$ cat config.mk
export PLATFORM = sky130hd
export DESIGN_NAME = ddr_cmd_decoder
export DESIGN_NICKNAME = d
export VERILOG_FILES = /design/src/rtl/ddr_cmd_decoder.sv
export SDC_FILE = /design/constraint.sdc
export NUM_CORES = 1
export LEC_CHECK = 0
export BUFFER_PORTS_ARGS = -buffer_cell sky130_fd_sc_hd__buf_2
export CAP_MARGIN = 20
export CORE_MARGIN = 1.5
export CORE_UTILIZATION = 52
export DETAILED_ROUTE_END_ITERATION = 10
export GPL_TIMING_DRIVEN = 1
export PLACE_DENSITY = 0.79
export SYNTH_ARGS = -nofsm -noshare
export SYNTH_HDL_FRONTEND = slang
export SYNTH_SLANG_ARGS = --single-unit
$ cat constraint.sdc
create_clock -name clk -period 3.6 [get_ports clk]
set_input_delay 0.36 -clock clk [delete_from_list [all_inputs] [get_ports clk]]
set_output_delay 0.36 -clock clk [all_outputs]
set_load 0.03 [all_outputs]
$ cat src/rtl/ddr_cmd_decoder.sv
module ddr_cmd_decoder #(
  parameter int NBANK   = 4,
  parameter int ROW_W   = 13,
  parameter int DM_W    = 8,
  parameter int MRS_GAP = 2
) (
  input  logic                     clk,
  input  logic                     rst_n,
  input  logic                     cke,
  input  logic                     cs_n,
  input  logic                     ras_n,
  input  logic                     cas_n,
  input  logic                     we_n,
  input  logic [$clog2(NBANK)-1:0] ba,
  input  logic [ROW_W-1:0]         addr,
  input  logic [DM_W-1:0]          dm,
  output logic [2:0]               cmd_o,
  output logic [NBANK-1:0]         bank_active_o,
  output logic [NBANK*ROW_W-1:0]   open_row_o,
  output logic                     err_idle_o,
  output logic                     err_open_o,
  output logic                     err_mrs_o,
  output logic [DM_W-1:0]          wr_byte_en_o,
  output logic [3:0]               burst_len_o,
  output logic                     interleave_o,
  output logic [2:0]               cas_half_o
);
  localparam int CNT_W = 4;
  localparam int GAP_W = $clog2(MRS_GAP) + 1;
  localparam int AP_BIT = 10;
  localparam logic [2:0] C_NOP = 3'd0, C_ACT = 3'd1, C_RD = 3'd2, C_WR = 3'd3,
                         C_PRE = 3'd4, C_REF = 3'd5, C_MRS = 3'd6;

  logic [2:0]       cmd;
  logic [ROW_W-1:0] row_q [NBANK];
  logic [CNT_W-1:0] apc_q [NBANK];
  logic [GAP_W-1:0] gap_q;
  logic             gap_hit, bank_hit, ap;

  always_comb begin
    cmd = C_NOP;
    if (cke && !cs_n)
      case ({ras_n, cas_n, we_n})
        3'b011:  cmd = C_ACT;
        3'b101:  cmd = C_RD;
        3'b100:  cmd = C_WR;
        3'b010:  cmd = C_PRE;
        3'b001:  cmd = C_REF;
        3'b000:  cmd = C_MRS;
        default: cmd = C_NOP;
      endcase
  end

  assign gap_hit  = (gap_q != '0) && (cmd != C_NOP);
  assign bank_hit = bank_active_o[ba];
  assign ap       = addr[AP_BIT];

  for (genvar g = 0; g < NBANK; g++) begin : g_row
    assign open_row_o[g*ROW_W +: ROW_W] = row_q[g];
  end

  always_ff @(posedge clk) begin
    if (!rst_n) begin
      cmd_o         <= C_NOP;
      bank_active_o <= '0;
      err_idle_o    <= 1'b0;
      err_open_o    <= 1'b0;
      err_mrs_o     <= 1'b0;
      wr_byte_en_o  <= '0;
      burst_len_o   <= 4'd2;
      interleave_o  <= 1'b0;
      cas_half_o    <= 3'd5;
      gap_q         <= '0;
      for (int b = 0; b < NBANK; b++) begin
        row_q[b] <= '0;
        apc_q[b] <= '0;
      end
    end else begin
      cmd_o        <= cmd;
      err_idle_o   <= 1'b0;
      err_open_o   <= 1'b0;
      err_mrs_o    <= 1'b0;
      wr_byte_en_o <= '0;
      gap_q        <= (gap_q != '0) ? gap_q - GAP_W'(1) : '0;
      for (int b = 0; b < NBANK; b++)
        if (apc_q[b] != '0) begin
          apc_q[b] <= apc_q[b] - CNT_W'(1);
          if (apc_q[b] == CNT_W'(1)) bank_active_o[b] <= 1'b0;
        end
      if (gap_hit) err_mrs_o <= 1'b1;
      else
        case (cmd)
          C_ACT:
            if (bank_hit) err_open_o <= 1'b1;
            else begin
              bank_active_o[ba] <= 1'b1;
              row_q[ba]         <= addr;
            end
          C_RD, C_WR:
            if (!bank_hit) err_idle_o <= 1'b1;
            else begin
              if (ap) begin
                apc_q[ba]         <= burst_len_o >> 1;
                bank_active_o[ba] <= 1'b1;
              end
              if (cmd == C_WR) wr_byte_en_o <= ~dm;
            end
          C_PRE:
            if (ap) begin
              bank_active_o <= '0;
              for (int b = 0; b < NBANK; b++) apc_q[b] <= '0;
            end else begin
              bank_active_o[ba] <= 1'b0;
              apc_q[ba]         <= '0;
            end
          C_MRS: begin
            gap_q <= GAP_W'(MRS_GAP - 1);
            if (ba == '0) begin
              case (addr[2:0])
                3'b001:  burst_len_o <= 4'd2;
                3'b010:  burst_len_o <= 4'd4;
                3'b011:  burst_len_o <= 4'd8;
                default: ;
              endcase
              interleave_o <= addr[3];
              case (addr[6:4])
                3'b010:  cas_half_o <= 3'd4;
                3'b110:  cas_half_o <= 3'd5;
                default: ;
              endcase
            end
          end
          default: ;
        endcase
    end
  end

  p_deselect_nop_r2: assert property (@(posedge clk) disable iff (!rst_n)
    (!cke || cs_n) |=> (cmd_o == C_NOP));
  p_act_opens_r3: assert property (@(posedge clk) disable iff (!rst_n)
    (cmd == C_ACT && gap_q == '0 && !bank_hit) |=>
      (bank_active_o[$past(ba)] && row_q[$past(ba)] == $past(addr)));
  p_pre_all_r5: assert property (@(posedge clk) disable iff (!rst_n)
    (cmd == C_PRE && gap_q == '0 && ap) |=> (bank_active_o == '0));
  p_err_keeps_rows_r6: assert property (@(posedge clk) disable iff (!rst_n)
    (err_open_o || err_idle_o) |-> $stable(open_row_o));
  p_one_fault_r6: assert property (@(posedge clk) disable iff (!rst_n)
    $onehot0({err_idle_o, err_open_o, err_mrs_o}));
  p_read_no_mask_r7: assert property (@(posedge clk) disable iff (!rst_n)
    (cmd == C_RD) |=> (wr_byte_en_o == '0));
  p_mrs_gap_r8: assert property (@(posedge clk) disable iff (!rst_n)
    (cmd_o == C_MRS && !err_mrs_o && cmd != C_NOP) |=> err_mrs_o);
endmodule

# Word level (Yosys, flattened, before mapping)
# Memory sizes are Yosys's and may differ from the RTL's.
# Cells that the tools add are included.
[op_classes] reduce_logical=22 n_bitwise=19 multipliers=0 eq_ne=19 n_div=0 n_lt_le_gt_ge=2 shift=0 add_sub_neg=5 mux=76
[ops] op="4-bit two-way mux" n=14
[ops] op="1-bit two-way mux" n=50
[ops] op="4-bit one-hot mux with 3 select lines" n=2
[ops] op="3-bit by 2-bit == test with 1-bit output, second input constant" n=7
[ops] op="3-bit one-hot mux with 6 select lines" n=1
[ops] op="4-bit by 1-bit == test with 1-bit output, second input constant" n=4
[ops] op="4-bit nonzero test" n=4
[ops] op="4-bit by 1-bit subtractor with 4-bit output, second input constant" n=4
[ops] op="3-bit == test, second input constant" n=5
[ops] op="13-bit two-way mux" n=1
[ops] op="13-bit OR reduction" n=1
[ops] op="3-bit by 1-bit == test with 1-bit output, second input constant" n=3
[ops] op="1-bit bitwise OR" n=9
[ops] op="2-bit two-way mux" n=4
[ops] op="8-bit NOT" n=1
[ops] op="4-bit AND reduction" n=2
[ops] op="1-bit NOT" n=6
[ops] op="3-bit one-hot mux with 2 select lines" n=1
[ops] op="3-bit nonzero test" n=2
[ops] op="3-bit OR reduction" n=2
[ops] op="5-bit OR reduction" n=1
[ops] op="4-bit AND" n=1
[ops] op="4-bit NOT" n=1
[ops] op="4-bit bitwise OR" n=1
[ops] op="13 further kinds" n=16
[totals] ramBits=68 latchBits=0 out_inout_bits=78 wordCells=155 memories=2 ff_bits=28 mem_bits_ro=0
[memory_table] memory="row_q" words=4 width=13 rd=4 rd_clocked_by_memory_dff=0 wr=4 line="35" rtl="logic [ROW_W-1:0] row_q [NBANK];"
[memory_table] memory="apc_q" words=4 width=4 rd=4 rd_clocked_by_memory_dff=0 wr=5 line="36" rtl="logic [CNT_W-1:0] apc_q [NBANK];"

# Depth between registers and ports, before layout
[depth] ltp_word=10 ltp_mapped=7 ltp_nobuf=6

# Worst setup path before layout
# No wires, ideal clock.
[synth_timing] kind="input port to flip-flop" from="in ba[0]" to="mem row_q[1][0] (enable)" path_buffers=2 setup_ns=0.404 t_required_ns=3.196 cell_stages=4 setup_slack_ns=0.962 arrival_time_ns=2.234 cell_sequence="buf_6 -> mux4_2 -> buf_6 -> o31ai_1"
[synth_lines] item="start: declaration" line="14" rtl="input logic [$clog2(NBANK)-1:0] ba,"
[synth_lines] item="end: declaration" line="35"

==> qor.csv <==
metric;value;unit
worst r2r src;gap_q[1];
row count;31;
minimum clock period;2300;ps
CP bufs+invs;0;
Pre-Repair DR Iteration Count;5;
Area Overhead vs Synth;20.4;%
gr usage total;21.8;%
Initial Utilization;54.9;%
H-tree levels;3;
final WL;8.81;mm
Largest stage delay, worst path;630;ps
crit share post-route;64.0;%
DR top layer;met4;
sequential fraction of the synthesis area;61.9;%
Slew Limit Fails;0;
CP Depth;5;
routability cong.;0.882;
Rel. slew slack;54.6;%
Vias per Instance;5.60;
dpl ws;1230;ps
Worst Setup Start Kind;register;
proportion of layout cells with a drive suffix above 1;31.9;%
PD cells;539;nW/um2
met2 routed WL;4.23;mm
Critical Path, Cell by Cell;nor4b_1, nand3_1, and2_1, nor2_1, or3_1;
initial drt markers;181;
Max Freq;434;MHz
Worst Hold Class;primary input to register;
origin of the worst min-delay path;dm[2];
share of async-settable or async-resettable flops after synthesis;0;%
# hold bufs at CTS;0;
kind of critical path;register to register;
routed len/inst;16.1;um
P_leak;2.23;nW
Core Box Area;7370;um2
TNS Setup;0;ps
r2r setup slk;1300;ps
R2R cell count;5;
Gate Count Post-Synth;340;
number of flops mapped to enable cells by yosys;64;
Cells after DPL;531;
clock skew;11.4;ps
IO buf count;104;
final worst slack;1300;ps
final hold viol count;0;
CTS Root Cell;clkbuf_8;
hold depth;2;
total gr overflow;0;
leading cell type in the layout, fill and taps excluded;buf_2;
maximum capacitance violations;0;
number of synthesized register bits;93;
syn avg cell area;11.9;um2
Worst path slowest cell;nor4b_1;
Antenna Nets Post-Route;0;
Synthesis Warnings;0;
post-CTS setup buffer count;0;
clk slew on worst S/H paths;90;ps
post-DP HPWL;6.36;mm
mapped cell area;4040;um2
worst-path maximum fanout;6;
num ports;108;
Worst Path Required;3670;ps
final core occ;66.0;%
maximum resistive drop on vdd;302;uV
insertion delay to the later sink of the worst-skew pair;360;ps
predominant post-synthesis flop cell;edfxtp_1;
crit path DAT;2370;ps
first-pass GRT wire length;13.9;mm
total number of vias;3062;
crit end category;register;
total power;2.62;mW
Worst Tran Pin Value;671;ps
clock sinks;93;
gate family responsible for the most delay along the worst path;simple AND/OR/NAND/NOR gates;
Die ar.;8310;um2
met3 wire len;605;um
most frequent cells in the layout;104 x buf_2, 64 x edfxtp_1, 36 x and3_1;
Max Buffers Root-to-Sink;2;
RSZ-0062 raised after global routing;no;
largest net degree at the start of global routing;53;
chip width;91.2;um
ANT cells;0;
met1 WL;3.78;mm
Resized cells post-CTS;0;
Critical R2R Capture;apc_q[3][0];
TritonCTS Buffers;9;
DR DRC count;0;
fillers;580;
vias in the first global route;2847;
final setup violating endpoints;0;
final-stage net count;482;
die height;91.2;um
outcome;complete, no violations;
antenna violations before repair;0;
Worst Hold End;wr_byte_en_o[2];
CTS tree;done;
Final Instance Count excl. Fillers;547;
post-synthesis cell type count;54;
==> where the power goes <==
group          total, mW  leakage [nW]  internal, mW  switching (mW)
registers           1.33         0.927          1.26          0.0636
clock network      0.769         0.111         0.398           0.371
logic              0.528          1.19         0.210           0.318
total               2.62          2.23          1.87           0.753
==> per-stage QoR <==
step | hold slack, ps | cell area (um2)
floorplan | 432 | 4050
global placement | 481 | 4640
detailed placement | 492 | 4640
CTS | 129 | 4870
global route | 129 | 4870
finish | 144 | 4870
==> registers in the layout (all words and copies together), names as in the netlist, 2 cells and up <==
| signal | flops |
|---|---|
| bank_active_o | 4 |
| burst_len_o | 3 |
| gap_q | 2 |
| wr_byte_en_o | 8 |
| row_q | 52 |
| cmd_o | 3 |
| apc_q | 16 |
==> kinds of logic after synthesis <==
logic type,count (synthesis),share of synthesized area [%]
buf+inv,31,3.78
xor+xnor,4,0.867
flops,93,61.9
mux,4,1.33
fa+ha+maj,9,2.79
simple gates,149,21.4
other cells,2,0.186
compound gates,48,7.74
==> Yosys cell counts (2+ instances only) <==
master	instances	area, um2
o21ai_0	13	65.1
clkbuf_2	5	25.0
and2_2	3	22.5
buf_6	2	22.5
o31ai_1	4	30.0
or3_1	3	18.8
nand2_1	12	45.0
nor2b_1	4	25.0
and3_2	5	37.5
a21oi_1	6	30.0
or4_1	2	15.0
xnor2_1	3	26.3
inv_1	11	41.3
o211ai_1	4	30.0
o2111ai_1	4	35.0
clkbuf_1	8	30.0
nand3b_1	6	45.0
nor4b_1	2	17.5
ha_1	9	113
nand4_1	3	18.8
nand3_1	10	50.1
nor3_1	8	40.0
o22ai_1	9	56.3
conb_1	2	7.51
dfxtp_1	29	581
nand2b_1	2	12.5
nor3b_1	2	15.0
a211oi_1	2	15.0
buf_4	4	30.0
and2_1	14	87.6
edfxtp_1	64	1920
mux2i_1	2	20.0
nor2_1	27	101
and3_1	36	225
==> routing by layer <==
metal / vias to the layer above / track usage [%]
li1: 1459 / -
met1: 1441 / 28.5
met2: 147 / 35.2
met3: 15 / 3.77
met4: 0 / 10.4
met5: - / 0
==> worst max-delay path by stage <==
stage / from / to / slack, ps
after floorplan: ba[0] / row_q[1][0] / 960
after global placement: ba[0] / apc_q[3][0] / 1280
after detailed placement: cke / row_q[0][0] / 1230
after CTS: gap_q[1] / apc_q[3][0] / 1350
after global routing: gap_q[1] / apc_q[3][0] / 1160
final: gap_q[1] / apc_q[3][0] / 1300
==> cell type report <==
cell class,instances,area (um2),area share [%]
clock buffers,10,128,2.62
clock inverters,6,95.1,1.95
inverters,12,45.0,0.926
multi-input cells,217,1410,28.9
flip-flops and latches,93,2500,51.4
well taps,99,124,2.55
repair buffers,110,566,11.6
Power figures use the tool's default switching activity.
